**config.mk**
```make
export PLATFORM = sky130hd
export DESIGN_NAME = mc_shift_unit
export DESIGN_NICKNAME = d
export VERILOG_FILES = /design/src/rtl/shf_pkg.sv /design/src/rtl/shf_amt_decode.sv /design/src/rtl/shf_step.sv /design/src/rtl/shf_ctrl.sv /design/src/rtl/mc_shift_unit.sv
export SDC_FILE = /design/constraint.sdc
export NUM_CORES = 1
export LEC_CHECK = 0
export ABC_CLOCK_PERIOD_IN_PS = 1750
export CAP_MARGIN = 20
export CORE_MARGIN = 2
export CORE_UTILIZATION = 47
export CTS_CLUSTER_SIZE = 12
export DETAILED_ROUTE_END_ITERATION = 8
export PLACE_DENSITY = 0.8
export SETUP_SLACK_MARGIN = 0.5
export SYNTH_ARGS = -nofsm -noshare
export SYNTH_HDL_FRONTEND = slang
export SYNTH_SLANG_ARGS = --single-unit
```
**constraint.sdc**
```tcl
create_clock -name clk -period 1.75 [get_ports clk]
set_input_delay 0.35 -clock clk [delete_from_list [all_inputs] [get_ports clk]]
set_output_delay 0.35 -clock clk [all_outputs]
set_load 0.005 [all_outputs]
```
**src/rtl/shf_pkg.sv**
```systemverilog
package shf_pkg;
  typedef enum logic [1:0] {
    SH_SLL = 2'b00,
    SH_SRL = 2'b01,
    SH_SRA = 2'b10,
    SH_ROL = 2'b11
  } shf_op_e;
endpackage

```
**src/rtl/shf_amt_decode.sv**
```systemverilog
// Turns the raw amount field into a step count.
module shf_amt_decode #(
  parameter int AMT_W = 4,
  parameter int IMM_W = 3,
  parameter int CNT_W = AMT_W + 1
) (
  input  logic [AMT_W-1:0] amt_raw,
  input  logic             use_imm,
  output logic [CNT_W-1:0] amt
);
  localparam logic [CNT_W-1:0] IMM_WRAP = CNT_W'(1 << IMM_W);

  logic [IMM_W-1:0] code;
  assign code = amt_raw[IMM_W-1:0];

  always_comb begin
    if (use_imm) begin
      amt = (code == '0) ? IMM_WRAP : CNT_W'(code);
    end else begin
      amt = CNT_W'(amt_raw);
    end
  end
endmodule

```
**src/rtl/shf_step.sv**
```systemverilog
// One-position shift of the word, per bit, selected by operation.
module shf_step
  import shf_pkg::*;
#(
  parameter int DATA_W = 16
) (
  input  logic [DATA_W-1:0] d,
  input  shf_op_e           op,
  output logic [DATA_W-1:0] q,
  output logic              out_bit
);
  logic right;
  logic fill_r;
  assign right  = (op == SH_SRL) || (op == SH_SRA);
  assign fill_r = (op == SH_SRA) ? d[DATA_W-1] : 1'b0;

  for (genvar i = 0; i < DATA_W; i++) begin : g_bit
    logic from_left;
    logic from_right;
    if (i == 0) begin : g_lsb
      assign from_left = (op == SH_ROL) ? d[DATA_W-1] : 1'b0;
    end else begin : g_mid_l
      assign from_left = d[i-1];
    end
    if (i == DATA_W - 1) begin : g_msb
      assign from_right = fill_r;
    end else begin : g_mid_r
      assign from_right = d[i+1];
    end
    assign q[i] = right ? from_right : from_left;
  end

  assign out_bit = right ? d[0] : d[DATA_W-1];
endmodule

```
**src/rtl/shf_ctrl.sv**
```systemverilog
// Sequencing: counts remaining positions and raises the done strobe.
module shf_ctrl #(
  parameter int CNT_W = 5
) (
  input  logic             clk,
  input  logic             rst_n,
  input  logic             accept,
  input  logic [CNT_W-1:0] amt,
  output logic             busy,
  output logic             done,
  output logic [CNT_W-1:0] cycles
);
  logic [CNT_W-1:0] left;

  always_ff @(posedge clk) begin
    if (!rst_n) begin
      busy   <= 1'b0;
      done   <= 1'b0;
      left   <= '0;
      cycles <= '0;
    end else begin
      done <= 1'b0;
      if (accept) begin
        cycles <= amt + CNT_W'(1);
        if (amt == '0) begin
          done <= 1'b1;
        end else begin
          busy <= 1'b1;
          left <= amt;
        end
      end else if (busy) begin
        left <= left - CNT_W'(1);
        if (left == CNT_W'(1)) begin
          busy <= 1'b0;
          done <= 1'b1;
        end
      end
    end
  end
endmodule

```
**src/rtl/mc_shift_unit.sv**
```systemverilog
module mc_shift_unit
  import shf_pkg::*;
#(
  parameter int DATA_W = 16,
  parameter int AMT_W  = 4,
  parameter int IMM_W  = 3
) (
  input  logic              clk,
  input  logic              rst_n,
  input  logic              in_valid,
  output logic              in_ready,
  input  logic [DATA_W-1:0] in_data,
  input  logic [AMT_W-1:0]  in_amt,
  input  logic              in_imm,
  input  logic [1:0]        in_op,
  output logic              out_valid,
  output logic [DATA_W-1:0] out_data,
  output logic              out_carry,
  output logic [AMT_W:0]    out_cycles
);
  localparam int CNT_W = AMT_W + 1;

  logic              busy;
  logic              accept;
  logic [CNT_W-1:0]  amt;
  logic [DATA_W-1:0] data_q;
  logic [DATA_W-1:0] step_q;
  logic              carry_q;
  logic              step_bit;
  shf_op_e           op_q;

  assign in_ready = !busy;
  assign accept   = in_valid && in_ready;

  shf_amt_decode #(.AMT_W(AMT_W), .IMM_W(IMM_W), .CNT_W(CNT_W)) u_dec (
    .amt_raw (in_amt),
    .use_imm (in_imm),
    .amt     (amt)
  );

  shf_ctrl #(.CNT_W(CNT_W)) u_ctrl (
    .clk    (clk),
    .rst_n  (rst_n),
    .accept (accept),
    .amt    (amt),
    .busy   (busy),
    .done   (out_valid),
    .cycles (out_cycles)
  );

  shf_step #(.DATA_W(DATA_W)) u_step (
    .d       (data_q),
    .op      (op_q),
    .q       (step_q),
    .out_bit (step_bit)
  );

  always_ff @(posedge clk) begin
    if (!rst_n) begin
      data_q  <= '0;
      carry_q <= 1'b0;
      op_q    <= SH_SLL;
    end else if (accept) begin
      data_q  <= in_data;
      carry_q <= 1'b0;
      op_q    <= shf_op_e'(in_op);
    end else if (busy) begin
      data_q  <= step_q;
      carry_q <= step_bit;
    end
  end

  assign out_data  = data_q;
  assign out_carry = carry_q;
endmodule

```
==> results.json <==
{
  "avgViaCountPerCell": 5.40,
  "yosys_warnings": 0,
  "ir_drop_mv": 0.420,
  "yosys.area.top_type": "dfxtp_1",
  "holdWs_ps": 467,
  "post-dp-hpwl_mm": 2.93,
  "fp.dieW_um": 65.2,
  "drv_slew": 0,
  "avgSynthCellArea_um2": 8.71,
  "yosysSeqAreaShare_pct": 35.3,
  "wire_per_inst_um": 15.7,
  "cts_tree": "built",
  "holdPathStages": 1,
  "grt-ovfl-total": 0,
  "firstDrtPassIters": 4,
  "rrSetupSlack_ps": 200,
  "syn-num-nets": 232,
  "cts_sinks": 31,
  "syn_area_mm2": 0.00176,
  "ant_nets": 0,
  "period_minus_slack_ps": 1550,
  "r2r_end": "out_data[0]",
  "report.power.total_mw": 2.13,
  "run_status": "finished clean",
  "r2r_cells": 8,
  "clk_latency_ps": 290,
  "die_h_um": 65.2,
  "portBuffers": 49,
  "antenna_found_initial": 0,
  "synth_area_leaders": "dfxtp_1 (35%), mux2i_1 (17%), nand2_1 (10%)",
  "hold_buffers": 0,
  "drive_above_1_share_pct": 32.8,
  "rr_startpoint": "op_q[0]",
  "worst_pin_slew_ps": 231,
  "cts-root-buf": "clkbuf_8",
  "p_leak_nw": 1.47,
  "slew_headroom_pct": 84.3,
  "nets": 319,
  "hold_path_class": "reg2reg",
  "ys_async_sr_fraction_pct": 0,
  "hp-start": "u_ctrl.left[4]",
  "num_rows": 22,
  "crit_fanout": 4,
  "drc": 0,
  "htreeDepth": 2,
  "hold_viol": 0,
  "rsz0062_at_grt": "yes",
  "finalCritPeriodShare_pct": 88.4,
  "post-place-ws_ps": -17.9,
  "areaGrowthSynthToFinish_pct": 60.8,
  "path_clk_slew_ps": 70,
  "drt_iter0_markers": 188,
  "cp_data_required_time_ps": 1920,
  "synth_commonest_cells": "nand2_1 (48), dfxtp_1 (31), mux2i_1 (30)",
  "cts-buffers-inserted": 5,
  "wl_mm": 5.30,
  "p_per_area_mw_per_mm2": 753,
  "ys_seq_elements": 31,
  "holdPathEnd": "u_ctrl.left[4]",
  "yosysUniqueCellTypes": 41,
  "io_pins": 50,
  "die_area_mm2": 0.00425,
  "yosys_most_used_dff": "dfxtp_1",
  "synth-edff-count": 0,
  "grtUsageTotal_pct": 24.8,
  "clk_path_buf_depth": 2,
  "n_antenna_cell": 0,
  "arrival_ps": 1720,
  "skew_ps": 4.36,
  "synth_cells": 202,
  "path_class": "reg2reg",
  "grt_max_degree": 20,
  "setup_violations": 0,
  "fmax_mhz": 646,
  "grt_pass1_vias": 1692,
  "grt_pass1_wl_mm": 8.00,
  "coreArea_mm2": 0.00363,
  "cap_violations": 0,
  "start_util_pct": 48.4,
  "start_kind": "flip-flop",
  "place_congestion": 0.755,
  "yosysMostFrequentCell": "nand2_1",
  "vias": 1824,
  "final.setup.worst_slack_ps": 203,
  "end_kind": "flip-flop",
  "synth_top_cell_area_share_pct": 35.3
}
-- layout make-up --
type / count / area [um^2]
repair buffers: 94 / 908
inverters: 4 / 16.3
flip-flops and latches: 31 / 667
fillers: 260 / 805
multi-input cells: 153 / 1100
clock buffers: 7 / 76.3
clock inverters: 1 / 5.00
well taps: 48 / 60.1
-- cells by family after synthesis --
kind of cell,count (synthesis),share of synthesized area (%)
buf+inv,18,6.54
flops,31,35.3
mux,32,18.5
xor+xnor,3,1.49
fa+ha+maj,4,2.85
simple gates,89,25.2
compound gates,25,10.2
-- cells in the final DEF (no fill, tap or decap), types with 3 or more instances in the layout --
master	count
nand2_1	48
buf_4	34
mux2i_1	30
dlygate4sd2_1	23
clkdlybuf4s50_1	19
dfxtp_2	19
and3_1	16
nand3_1	6
dfxtp_4	6
dfxtp_1	6
clkbuf_8	5
clkdlybuf4s15_1	5
buf_6	5
o21ai_0	4
o211a_1	4
inv_2	3
nor2_1	3
a21oi_1	3
buf_16	3
-- through the flow --
step	TNS, ps	cell area, um^2	utilization, %	cells
after floorplan	0	1770	-	202
after global placement	0	2320	63.9	298
after detailed placement	-80.4	2320	63.9	298
after CTS	0	2720	75.0	332
after global routing	0	2830	77.9	338
final	0	2830	77.9	338
-- worst max path at each step --
stage / from / end / depth (start not counted)
3_5_place_dp: in_valid / out_data[13] / 5
2_1_floorplan: op_q[0] / out_data[10] / 7
3_3_place_gp: in_valid / out_data[13] / 5
5_1_grt: op_q[0] / out_data[0] / 8
6_report: op_q[0] / out_data[0] / 8
4_1_cts: out_data[15] / out_data[15] / 1
-- sequential cells by signal (all words and copies together) (netlist names) --
name           flops
u_ctrl.left        5
u_ctrl.busy        1
out_carry          1
u_ctrl.done        1
out_data          16
op_q               2
u_ctrl.cycles      5
-- metal layers --
metal	share of wire (%)	global-route usage, %	vias to the layer above
met4	2.8	9.64	0
met2	48	40.9	81
li1	-	-	873
met3	6.3	5.99	14
met1	43	31.2	856
met5	0	0	-
-- critical path, cell delays in order, from the launching register on --
cell and delay, ps:
dfxtp_2 340, inv_2 50, ha_4 300, buf_4 120, buf_6 100, buf_16 110, nand2b_1 120, nand3_1 100
and3_1 190
-- repair_timing --
item	CTS	global route
endpoints found under the setup margin	55	32
pin swaps	17	11
resized for setup	73	21
cloned	3	0
setup buffers	23	6
hold endpoints to repair	0	0
-- power breakdown --
group	internal (mW)	total [mW]	switching [mW]	leakage [nW]
Combinational	0.433	0.753	0.320	1.16
Clock	0.279	0.547	0.269	0.0422
Sequential	0.782	0.830	0.0488	0.266
(Power assumes the default switching activity.)
